File: config.mk
export PLATFORM = sky130hd
export DESIGN_NAME = lin_hdr_supervisor
export DESIGN_NICKNAME = d
export VERILOG_FILES = /design/src/rtl/lin_hdr_pkg.sv /design/src/rtl/lin_brk_detect.sv /design/src/rtl/lin_hdr_timer.sv /design/src/rtl/lin_hdr_fsm.sv /design/src/rtl/lin_flag_bank.sv /design/src/rtl/lin_hdr_supervisor.sv
export SDC_FILE = /design/constraint.sdc
export NUM_CORES = 1
export LEC_CHECK = 0
export CORE_MARGIN = 1
export CORE_UTILIZATION = 40
export DETAILED_ROUTE_END_ITERATION = 6
export PLACE_DENSITY = 0.7
export SLEW_MARGIN = 20
export SYNTH_ARGS = -nofsm -noshare
export SYNTH_HDL_FRONTEND = slang
export SYNTH_SLANG_ARGS = --single-unit
export TNS_END_PERCENT = 50
File: constraint.sdc
create_clock -name clk -period 3.4 [get_ports clk]
set_clock_uncertainty 0.15 [all_clocks]
set_input_delay 0.34 -clock clk [delete_from_list [all_inputs] [get_ports clk]]
set_output_delay 0.34 -clock clk [all_outputs]
set_load 0.05 [all_outputs]
File: src/rtl/lin_hdr_pkg.sv
package lin_hdr_pkg;

  typedef enum logic [1:0] {
    ST_HUNT = 2'd0,
    ST_SYNC = 2'd1,
    ST_ID   = 2'd2
  } hdr_state_e;

  localparam int unsigned NUM_FLAGS   = 4;
  localparam int unsigned FLG_HDR_ERR = 0;
  localparam int unsigned FLG_TIMEOUT = 1;
  localparam int unsigned FLG_FRAME   = 2;
  localparam int unsigned FLG_PARITY  = 3;

endpackage

File: src/rtl/lin_brk_detect.sv
module lin_brk_detect #(
  parameter int unsigned DOM_W   = 8,
  parameter int unsigned BRK_MIN = 11
) (
  input  logic             clk,
  input  logic             rst_n,
  input  logic             bit_tick,
  input  logic             rx_line,
  output logic             brk_hit,
  output logic [DOM_W-1:0] brk_bits
);

  localparam logic [DOM_W-1:0] DOM_MAX = {DOM_W{1'b1}};
  localparam logic [DOM_W-1:0] MIN_L   = DOM_W'(BRK_MIN);

  logic [DOM_W-1:0] dom_q;
  logic [DOM_W-1:0] dom_d;

  // run-length of dominant samples; a recessive sample closes the run
  always_comb begin
    dom_d   = dom_q;
    brk_hit = 1'b0;
    if (bit_tick) begin
      if (!rx_line) begin
        dom_d = (dom_q == DOM_MAX) ? dom_q : dom_q + 1'b1;
      end else begin
        brk_hit = (dom_q >= MIN_L);
        dom_d   = '0;
      end
    end
  end

  always_ff @(posedge clk or negedge rst_n) begin
    if (!rst_n) begin
      dom_q <= '0;
    end else if (bit_tick) begin
      dom_q <= dom_d;
    end
  end

  assign brk_bits = dom_q;

endmodule

File: src/rtl/lin_hdr_timer.sv
module lin_hdr_timer #(
  parameter int unsigned LEN_W     = 8,
  parameter int unsigned DOM_W     = 8,
  parameter int unsigned HDR_LIMIT = 57
) (
  input  logic             clk,
  input  logic             rst_n,
  input  logic             bit_tick,
  input  logic             active,
  input  logic             brk_hit,
  input  logic [DOM_W-1:0] brk_bits,
  input  logic             hdr_done,
  output logic             to_hit,
  output logic [LEN_W-1:0] hdr_len
);

  localparam int unsigned     SW      = ((LEN_W > DOM_W) ? LEN_W : DOM_W) + 1;
  localparam logic [LEN_W-1:0] LEN_MAX = {LEN_W{1'b1}};
  localparam logic [LEN_W-1:0] LIMIT_L = LEN_W'(HDR_LIMIT);

  logic [LEN_W-1:0] cnt_q, cnt_d;
  logic [LEN_W-1:0] len_q, len_d;
  logic [LEN_W-1:0] cnt_inc;
  logic [LEN_W-1:0] seed;
  logic [SW-1:0]    seed_w;

  // seed = break length plus its delimiter, saturated to the counter width
  always_comb begin
    seed_w = SW'(brk_bits) + SW'(1);
    seed   = (seed_w > SW'(LEN_MAX)) ? LEN_MAX : seed_w[LEN_W-1:0];
  end

  always_comb begin
    cnt_inc = (cnt_q == LEN_MAX) ? cnt_q : cnt_q + 1'b1;
    to_hit  = active && bit_tick && !brk_hit && !hdr_done && (cnt_inc > LIMIT_L);
  end

  always_comb begin
    cnt_d = cnt_q;
    if (brk_hit) begin
      cnt_d = seed;
    end else if (active && bit_tick) begin
      cnt_d = cnt_inc;
    end
  end

  always_comb begin
    len_d = len_q;
    if (hdr_done) begin
      len_d = cnt_q;
    end else if (to_hit) begin
      len_d = cnt_inc;
    end
  end

  always_ff @(posedge clk or negedge rst_n) begin
    if (!rst_n) begin
      cnt_q <= '0;
    end else if (brk_hit || (active && bit_tick)) begin
      cnt_q <= cnt_d;
    end
  end

  always_ff @(posedge clk or negedge rst_n) begin
    if (!rst_n) begin
      len_q <= '0;
    end else if (hdr_done || to_hit) begin
      len_q <= len_d;
    end
  end

  assign hdr_len = len_q;

  AST_CNT_NO_WRAP: assert property (@(posedge clk) disable iff (!rst_n)
    (cnt_q == LEN_MAX && !brk_hit) |=> (cnt_q == LEN_MAX));

endmodule

File: src/rtl/lin_hdr_fsm.sv
module lin_hdr_fsm
  import lin_hdr_pkg::*;
(
  input  logic                 clk,
  input  logic                 rst_n,
  input  logic                 brk_hit,
  input  logic                 to_hit,
  input  logic                 mute_en,
  input  logic                 sync_ok,
  input  logic                 sync_dev_err,
  input  logic                 id_done,
  input  logic                 id_frame_err,
  input  logic                 id_parity_err,
  input  logic                 data_frame_err,
  output logic                 active,
  output logic                 hdr_done,
  output logic                 wake_pulse,
  output logic [NUM_FLAGS-1:0] flag_set
);

  hdr_state_e state_q, state_d;
  logic       wake_q, wake_d;
  logic       sync_fail;
  logic       accept;

  always_comb begin
    hdr_done  = (state_q == ST_ID) && id_done && !brk_hit;
    sync_fail = (state_q == ST_SYNC) && sync_dev_err && !brk_hit && !to_hit;
    accept    = hdr_done && !id_frame_err;
    active    = (state_q != ST_HUNT);
  end

  always_comb begin
    state_d = state_q;
    if (brk_hit) begin
      state_d = ST_SYNC;
    end else if (to_hit) begin
      state_d = ST_HUNT;
    end else begin
      unique case (state_q)
        ST_SYNC: begin
          if (sync_dev_err)  state_d = ST_HUNT;
          else if (sync_ok)  state_d = ST_ID;
        end
        ST_ID: begin
          if (id_done)       state_d = ST_HUNT;
        end
        default:             state_d = ST_HUNT;
      endcase
    end
  end

  always_comb begin
    flag_set              = '0;
    flag_set[FLG_HDR_ERR] = to_hit || sync_fail;
    flag_set[FLG_TIMEOUT] = to_hit;
    flag_set[FLG_FRAME]   = !mute_en && (data_frame_err || (hdr_done && id_frame_err));
    flag_set[FLG_PARITY]  = accept && id_parity_err;
    wake_d                = accept && mute_en;
  end

  always_ff @(posedge clk or negedge rst_n) begin
    if (!rst_n) begin
      state_q <= ST_HUNT;
      wake_q  <= 1'b0;
    end else begin
      state_q <= state_d;
      wake_q  <= wake_d;
    end
  end

  assign wake_pulse = wake_q;

  AST_WAKE_FROM_ID: assert property (@(posedge clk) disable iff (!rst_n)
    wake_q |-> ($past(state_q) == ST_ID));

endmodule

File: src/rtl/lin_flag_bank.sv
module lin_flag_bank #(
  parameter int unsigned N = 4
) (
  input  logic         clk,
  input  logic         rst_n,
  input  logic [N-1:0] set_i,
  input  logic [N-1:0] clr_i,
  output logic [N-1:0] flags
);

  for (genvar i = 0; i < N; i++) begin : g_flag
    logic flag_q, flag_d;

    always_comb begin
      flag_d = set_i[i] | (flag_q & ~clr_i[i]);
    end

    always_ff @(posedge clk or negedge rst_n) begin
      if (!rst_n) begin
        flag_q <= 1'b0;
      end else if (set_i[i] || clr_i[i]) begin
        flag_q <= flag_d;
      end
    end

    assign flags[i] = flag_q;

    AST_SET_WINS: assert property (@(posedge clk) disable iff (!rst_n)
      set_i[i] |=> flag_q);
  end

endmodule

File: src/rtl/lin_hdr_supervisor.sv
module lin_hdr_supervisor
  import lin_hdr_pkg::*;
#(
  parameter int unsigned LEN_W     = 8,
  parameter int unsigned DOM_W     = 8,
  parameter int unsigned BRK_MIN   = 11,
  parameter int unsigned HDR_LIMIT = 57
) (
  input  logic             clk,
  input  logic             rst_n,
  input  logic             bit_tick,
  input  logic             rx_line,
  input  logic             mute_en,
  input  logic             sync_ok,
  input  logic             sync_dev_err,
  input  logic             id_done,
  input  logic             id_frame_err,
  input  logic             id_parity_err,
  input  logic             data_frame_err,
  input  logic [3:0]       flag_clr,
  output logic             wake_pulse,
  output logic             hdr_err,
  output logic             hdr_timeout,
  output logic             frame_err,
  output logic             id_parity_flag,
  output logic [LEN_W-1:0] hdr_len
);

  localparam logic [LEN_W-1:0] LIMIT_L = LEN_W'(HDR_LIMIT);

  logic                 brk_hit;
  logic [DOM_W-1:0]     brk_bits;
  logic                 to_hit;
  logic                 active;
  logic                 hdr_done;
  logic [NUM_FLAGS-1:0] flag_set;
  logic [NUM_FLAGS-1:0] flags;

  lin_brk_detect #(.DOM_W(DOM_W), .BRK_MIN(BRK_MIN)) u_brk (
    .clk      (clk),
    .rst_n    (rst_n),
    .bit_tick (bit_tick),
    .rx_line  (rx_line),
    .brk_hit  (brk_hit),
    .brk_bits (brk_bits)
  );

  lin_hdr_timer #(.LEN_W(LEN_W), .DOM_W(DOM_W), .HDR_LIMIT(HDR_LIMIT)) u_timer (
    .clk      (clk),
    .rst_n    (rst_n),
    .bit_tick (bit_tick),
    .active   (active),
    .brk_hit  (brk_hit),
    .brk_bits (brk_bits),
    .hdr_done (hdr_done),
    .to_hit   (to_hit),
    .hdr_len  (hdr_len)
  );

  lin_hdr_fsm u_fsm (
    .clk            (clk),
    .rst_n          (rst_n),
    .brk_hit        (brk_hit),
    .to_hit         (to_hit),
    .mute_en        (mute_en),
    .sync_ok        (sync_ok),
    .sync_dev_err   (sync_dev_err),
    .id_done        (id_done),
    .id_frame_err   (id_frame_err),
    .id_parity_err  (id_parity_err),
    .data_frame_err (data_frame_err),
    .active         (active),
    .hdr_done       (hdr_done),
    .wake_pulse     (wake_pulse),
    .flag_set       (flag_set)
  );

  lin_flag_bank #(.N(NUM_FLAGS)) u_flags (
    .clk   (clk),
    .rst_n (rst_n),
    .set_i (flag_set),
    .clr_i (flag_clr),
    .flags (flags)
  );

  assign hdr_err        = flags[FLG_HDR_ERR];
  assign hdr_timeout    = flags[FLG_TIMEOUT];
  assign frame_err      = flags[FLG_FRAME];
  assign id_parity_flag = flags[FLG_PARITY];

  AST_WAKE_SINGLE: assert property (@(posedge clk) disable iff (!rst_n)
    wake_pulse |=> !wake_pulse);

  AST_WAKE_MUTE_ONLY: assert property (@(posedge clk) disable iff (!rst_n)
    wake_pulse |-> $past(mute_en));

  AST_TIMEOUT_LEN: assert property (@(posedge clk) disable iff (!rst_n)
    $rose(hdr_timeout) |-> (hdr_len > LIMIT_L));

  AST_TIMEOUT_ERR: assert property (@(posedge clk) disable iff (!rst_n)
    $rose(hdr_timeout) |-> hdr_err);

  AST_MUTE_NO_FE: assert property (@(posedge clk) disable iff (!rst_n)
    (mute_en && !frame_err) |=> !frame_err);

endmodule

Word level (Yosys, flattened, before mapping):

Cells that the tools add are included.

* register bits after elaboration: 31
* input port bits: 15
* output and inout bits: 13
* word-level logic and storage cells: 84

* add/subtract/negate cells: 3
* $lt $le $gt $ge: 3
* eq/ne operators: 7
* muxes and demuxes: 16
* bitwise operators: 12
* reduce and logical (&&, ||, !) cells: 34

Operators with widths (number)
* $mux 8: 8
* $add 8x1->8 const B: 2
* $eq 8x8->1 const B: 2
* $logic_and 1x1->1: 14
* $mux 2: 5
* $add 8x1->9 const B: 1
* $gt 9x8->1 const B: 1
* $ge 8x4->1 const B: 1
* $gt 8x6->1 const B: 1
* $logic_or 1x1->1: 8
* $reduce_and 2->1: 4
* $reduce_bool 2->1: 3
* $logic_not 1->1: 5
* $ne 5x3->1 const B: 1
* $and 1x1->1: 4
* $ne 4x2->1 const B: 1
* $not 1->1: 4
* $or 1x1->1: 4
* $pmux 2 s2: 1
* $eq 2x1->1 const B: 1
* $eq 2x2->1 const B: 1
* $mux 1: 2
* $ne 2x2->1 const B: 1

Depth between registers and ports, before layout:

* word-level depth: 12
* gate-level depth with buffers: 9
* mapped depth without buffers: 7

By module:

A second synthesis with hierarchy kept.

* cell total of the unflattened synthesis: 242
* area total of the unflattened synthesis: 2170.8 µm²

Modules (own cells, without submodules)
* lin_hdr_timer: instances 1, cells an instance 156, area each 1315.0 µm², sequential area each 400.4 µm²
* lin_brk_detect: instances 1, cells an instance 50, area each 481.7 µm², sequential area each 200.2 µm²
* lin_hdr_fsm: instances 1, cells an instance 20, area each 198.9 µm², sequential area each 75.1 µm²
* lin_flag_bank: instances 1, cells an instance 16, area each 175.2 µm², sequential area each 100.1 µm²

Worst setup path after synthesis:

No wires, ideal clock.

* kind: register to register
* start point: register u_timer.cnt_q[0]
* end point: register u_timer.len_q[3] (netlist: u_timer.hdr_len[3])
* library setup time: 128 ps
* arrival: 2023 ps
* required time: 3122 ps
* slack: 1100 ps
* stages on the path, launching flop included: 9
* buffers on the path: 1
* clock period less this slack: 2300 ps
* cells stage by stage: dfrtp_1 -> ha_1 -> buf_2 -> nand3_1 -> or3_1 -> a21oi_2 -> o22ai_2 -> o21ai_2 -> mux2_1

* longest elaborated chain between the ends: 6
* elaborated cells between the ends (all ways): 10
* classes of those cells: add/sub (1); order compare (1); eq/ne (1); mux (3); reduce/logical (4)

Ends and longest elaborated chain
* start: declaration: line lin_hdr_timer.sv:21 `logic [LEN_W-1:0] cnt_q, cnt_d;`
* start signal: assignment: line lin_hdr_timer.sv:60 `cnt_q <= cnt_d;`
* $add 8x1->8 / $eq 8x8->1 (equally long branches): line lin_hdr_timer.sv:34 `cnt_inc = (cnt_q == LEN_MAX) ? cnt_q : cnt_q + 1'b1;`
* $mux 8 *: line lin_hdr_timer.sv:34
* $gt 8x6->1: line lin_hdr_timer.sv:35 `to_hit = active && bit_tick && !brk_hit && !hdr_done && (cnt_inc > LIMIT_L);`
* $logic_and 1x1->1: line lin_hdr_timer.sv:35
* $reduce_bool 2->1 (no source line) / $logic_or 1x1->1 (equally long branches)
* $reduce_and 2->1 (no source line)
* end signal: assignment: line lin_hdr_timer.sv:68 `len_q <= len_d;`
* end: declaration: line lin_hdr_timer.sv:22 `logic [LEN_W-1:0] len_q, len_d;`

Mark *: on every way between the ends. The rest lies on a longest branch, timed or not. The select of a mux whose other input is x is not followed.
A chain may end at the register's enable or synchronous reset.

Worst setup path in the final report:

Same ends and word-level chain as after synthesis.

==> metrics <==
crit-path max cell delay=0.45 ns; post-synthesis async set-or-reset flop share=1.00; EDFF count, synth=0; number of hold violations in the final report=0; final net count=262; maximum clock frequency=0.378 GHz; Post-CTS Setup Repair Bufs=0; First DRT Iteration DRCs=117; clock transition at the register clock pins on the worst setup and hold paths after CTS=0.07 ns; Port Buf Inserts=27; die width=72.0 um; CTS H-Tree Depth=2; final total negative setup slack=0 ns; relative slew slack=0.612; Crit Path Category=flip-flop to flip-flop; largest family of logic cells by synthesized area=simple AND/OR/NAND/NOR gates; biggest area contributors in the synthesized netlist=dfrtp_1, nand2_1, nor2_1; xor and xnor area share after synthesis=0.0357; total length of routed wires=4630 um; die outline area=0.00519 mm^2; min cycle time layout=2.65 ns; number of instances in the synthesized netlist=223; Synth Register Bits=31; leakage power figure=0.00101 uW; unrepaired setup endpoints after global routing=false; number of sinks driven by the clock tree=31; routed length on met1=2080 um; max-cap viol count=0; initial standard-cell utilization of the core=0.415; clock latency at the later pin of the worst-skew pair=0.29 ns; adder-cell area share of the yosys netlist=0.0191; # hold bufs at CTS=0; CP Capture Type=flip-flop; proportion of layout cells with a drive suffix above 1=0.0984; post-synth net total=241; final setup violation count=0; number of gates resized after CTS=0; slowest CP cell=dfrtp_1; Avg Vias per Cell=5.56; Inserted Clock Buffers=5; post-DP HPWL=3280 um; combined global-route utilization of all metal layers=0.199; vertical die dimension=72.0 um; global-route wire length before repair=7960 um; Synth Area in Compound Gates=0.227; most common cell in the synthesized netlist=dfrtp_1; cell type contributing the most total cell area after synthesis=dfrtp_1; vias in the first global route=1669; number of rows created at floorplan=25; first-pass iteration count of the detailed router=4; Slew Viols, Final=0; Synthesis Warnings=0; worst hold slack=0.304 ns; number of placed I/O pins=28; crit path max fanout=10; Area Overhead vs Synth=19.3%; wire per inst=14.9 um; per-instance average area after synthesis=8.80 um^2; sort of element at the start of the critical path=flip-flop; Met3 Routed Length=144 um; total overflow reported by the global router=0; sequential share of the synthesized area=0.395; Final GP Congestion=0.922; cell family contributing the most delay on the critical path=compound AO/OA/AOI/OAI gates; Post-Synth Simple-Gate Area=0.251; pin slew with the least headroom to its limit=0.582 ns; area inside the core boundary=0.00472 mm^2; main flop type after synthesis=dfrtp_1; share of the clock period used by the worst path=0.779; antenna diode count=0; post-synthesis cell type count=56; CP Data Arrival Time=2.66 ns; Detail Route met2 WL=2310 um; CTS tree=done; critical-path cell list=ha_1 -> nand3_1 -> or3_1 -> a21oi_2 -> o22ai_2 -> o21ai_2 -> mux2_1; multiplexer area fraction after synthesis=0.0159; leading post-synthesis cells by instance count=dfrtp_1, nand2_1, nor2_1, o21ai_0, nand3_1; final routed DRC violation total=0; power density over cell area=315 mW/mm^2; outcome=completed; via count of the routed design=1729; Yosys top cell area share=0.395; pin count of the biggest net entering global routing=32; kind of path behind the tightest hold check=primary input to async pin; cell at the root of the clock tree=clkbuf_8; worst ir drop on vdd=0.154 mV; count of nets left with antenna violations after detail routing=0; required time of the worst setup path=3.41 ns; netlist area before placement=0.00196 mm^2; number of antenna violations at the first check in global routing=0; uppermost metal layer occupied by signal nets=met4; worst path bufs/invs=0; number of buffers on the longest clock path=2
## path summary, 6_finish.rpt
path | startpoint | end | slack, ns | cells after the start
min | rst_n | u_flags.g_flag[0].flag_q | 0.30 | 2
max in group asynchronous | rst_n | u_timer.cnt_q[5] | 2.50 | 2
max | u_timer.cnt_q[0] | u_timer.hdr_len[3] | 0.75 | 7
min reg2reg | u_flags.g_flag[1].flag_q | u_flags.g_flag[1].flag_q | 0.34 | 1
min in group clk | u_flags.g_flag[1].flag_q | u_flags.g_flag[1].flag_q | 0.34 | 1
max reg2reg | u_timer.cnt_q[0] | u_timer.hdr_len[3] | 0.75 | 7
## layout by cell type (no fill, tap or decap), drive strengths merged, types with 2 or more instances in the layout
master / n
a31oi: 7
o22ai: 2
nand3: 13
clkbuf: 6
a21o: 3
dfrtp: 31
or3: 2
a211o: 3
a211oi: 4
o31ai: 2
inv: 10
ha: 3
nor3: 7
mux2i: 2
nand2b: 3
o2bb2ai: 2
xnor2: 4
nand3b: 3
o21ai: 16
a21oi: 7
a221oi: 2
a221o: 3
nor3b: 2
xor2: 4
clkdlybuf4s50: 27
and3: 8
nor4: 3
a41oi: 2
nor2: 20
and2: 2
nand2: 26
## sequential cells by signal (all words and copies together), names as in the netlist
| name | count |
|---|---|
| u_timer.hdr_len | 8 |
| u_flags.g_flag.flag_q | 4 |
| u_fsm.state_q | 2 |
| u_brk.brk_bits | 8 |
| u_fsm.wake_pulse | 1 |
| u_timer.cnt_q | 8 |
## kinds of logic (layout without fill, tap and decap cells)
logic type / after synthesis / after routing
adders and majority gates: 3 / 3
buffers and inverters: 24 / 45
muxes: 3 / 3
DFF: 31 / 31
AOI/OAI and AO/OA: 59 / 59
xor gates and xnor gates: 8 / 8
and+or+nand+nor: 95 / 95
## metrics by stage
| step | instances | setup slack (ns) | instance area (um^2) | util | power (uW) |
|---|---|---|---|---|---|
| after floorplan | 223 | 1.10 | 1960 | - | 415 |
| after global placement | 304 | 0.867 | 2250 | 0.477 | 450 |
| after detailed placement | 304 | 0.816 | 2250 | 0.477 | 452 |
| after CTS | 311 | 0.767 | 2340 | 0.495 | 748 |
| after global routing | 311 | 0.536 | 2340 | 0.495 | 771 |
| final | 311 | 0.752 | 2340 | 0.495 | 736 |
## cell type report
class | count | area [um^2]
Sequential cell | 31 | 776
Timing Repair Buffer | 28 | 278
Inverter | 10 | 37.5
Tap cell | 67 | 83.8
Multi-Input combinational cell | 168 | 1080
Clock buffer | 6 | 82.6
Fill cell | 456 | 2380
Clock inverter | 1 | 5.00
## power by group
| group | switching (uW) | internal (uW) |
|---|---|---|
| combinational | 32.5 | 27.6 |
| sequential | 10.1 | 375 |
| clock | 132 | 158 |
| total | 175 | 561 |
## per-layer routing
| layer | GRT usage | vias up |
|---|---|---|
| met3 | 0.0417 | 10 |
| met2 | 0.331 | 42 |
| met4 | 0.0806 | 0 |
| met1 | 0.253 | 830 |
| met5 | 0 | - |
| li1 | - | 847 |
(Power assumes the default switching activity.)
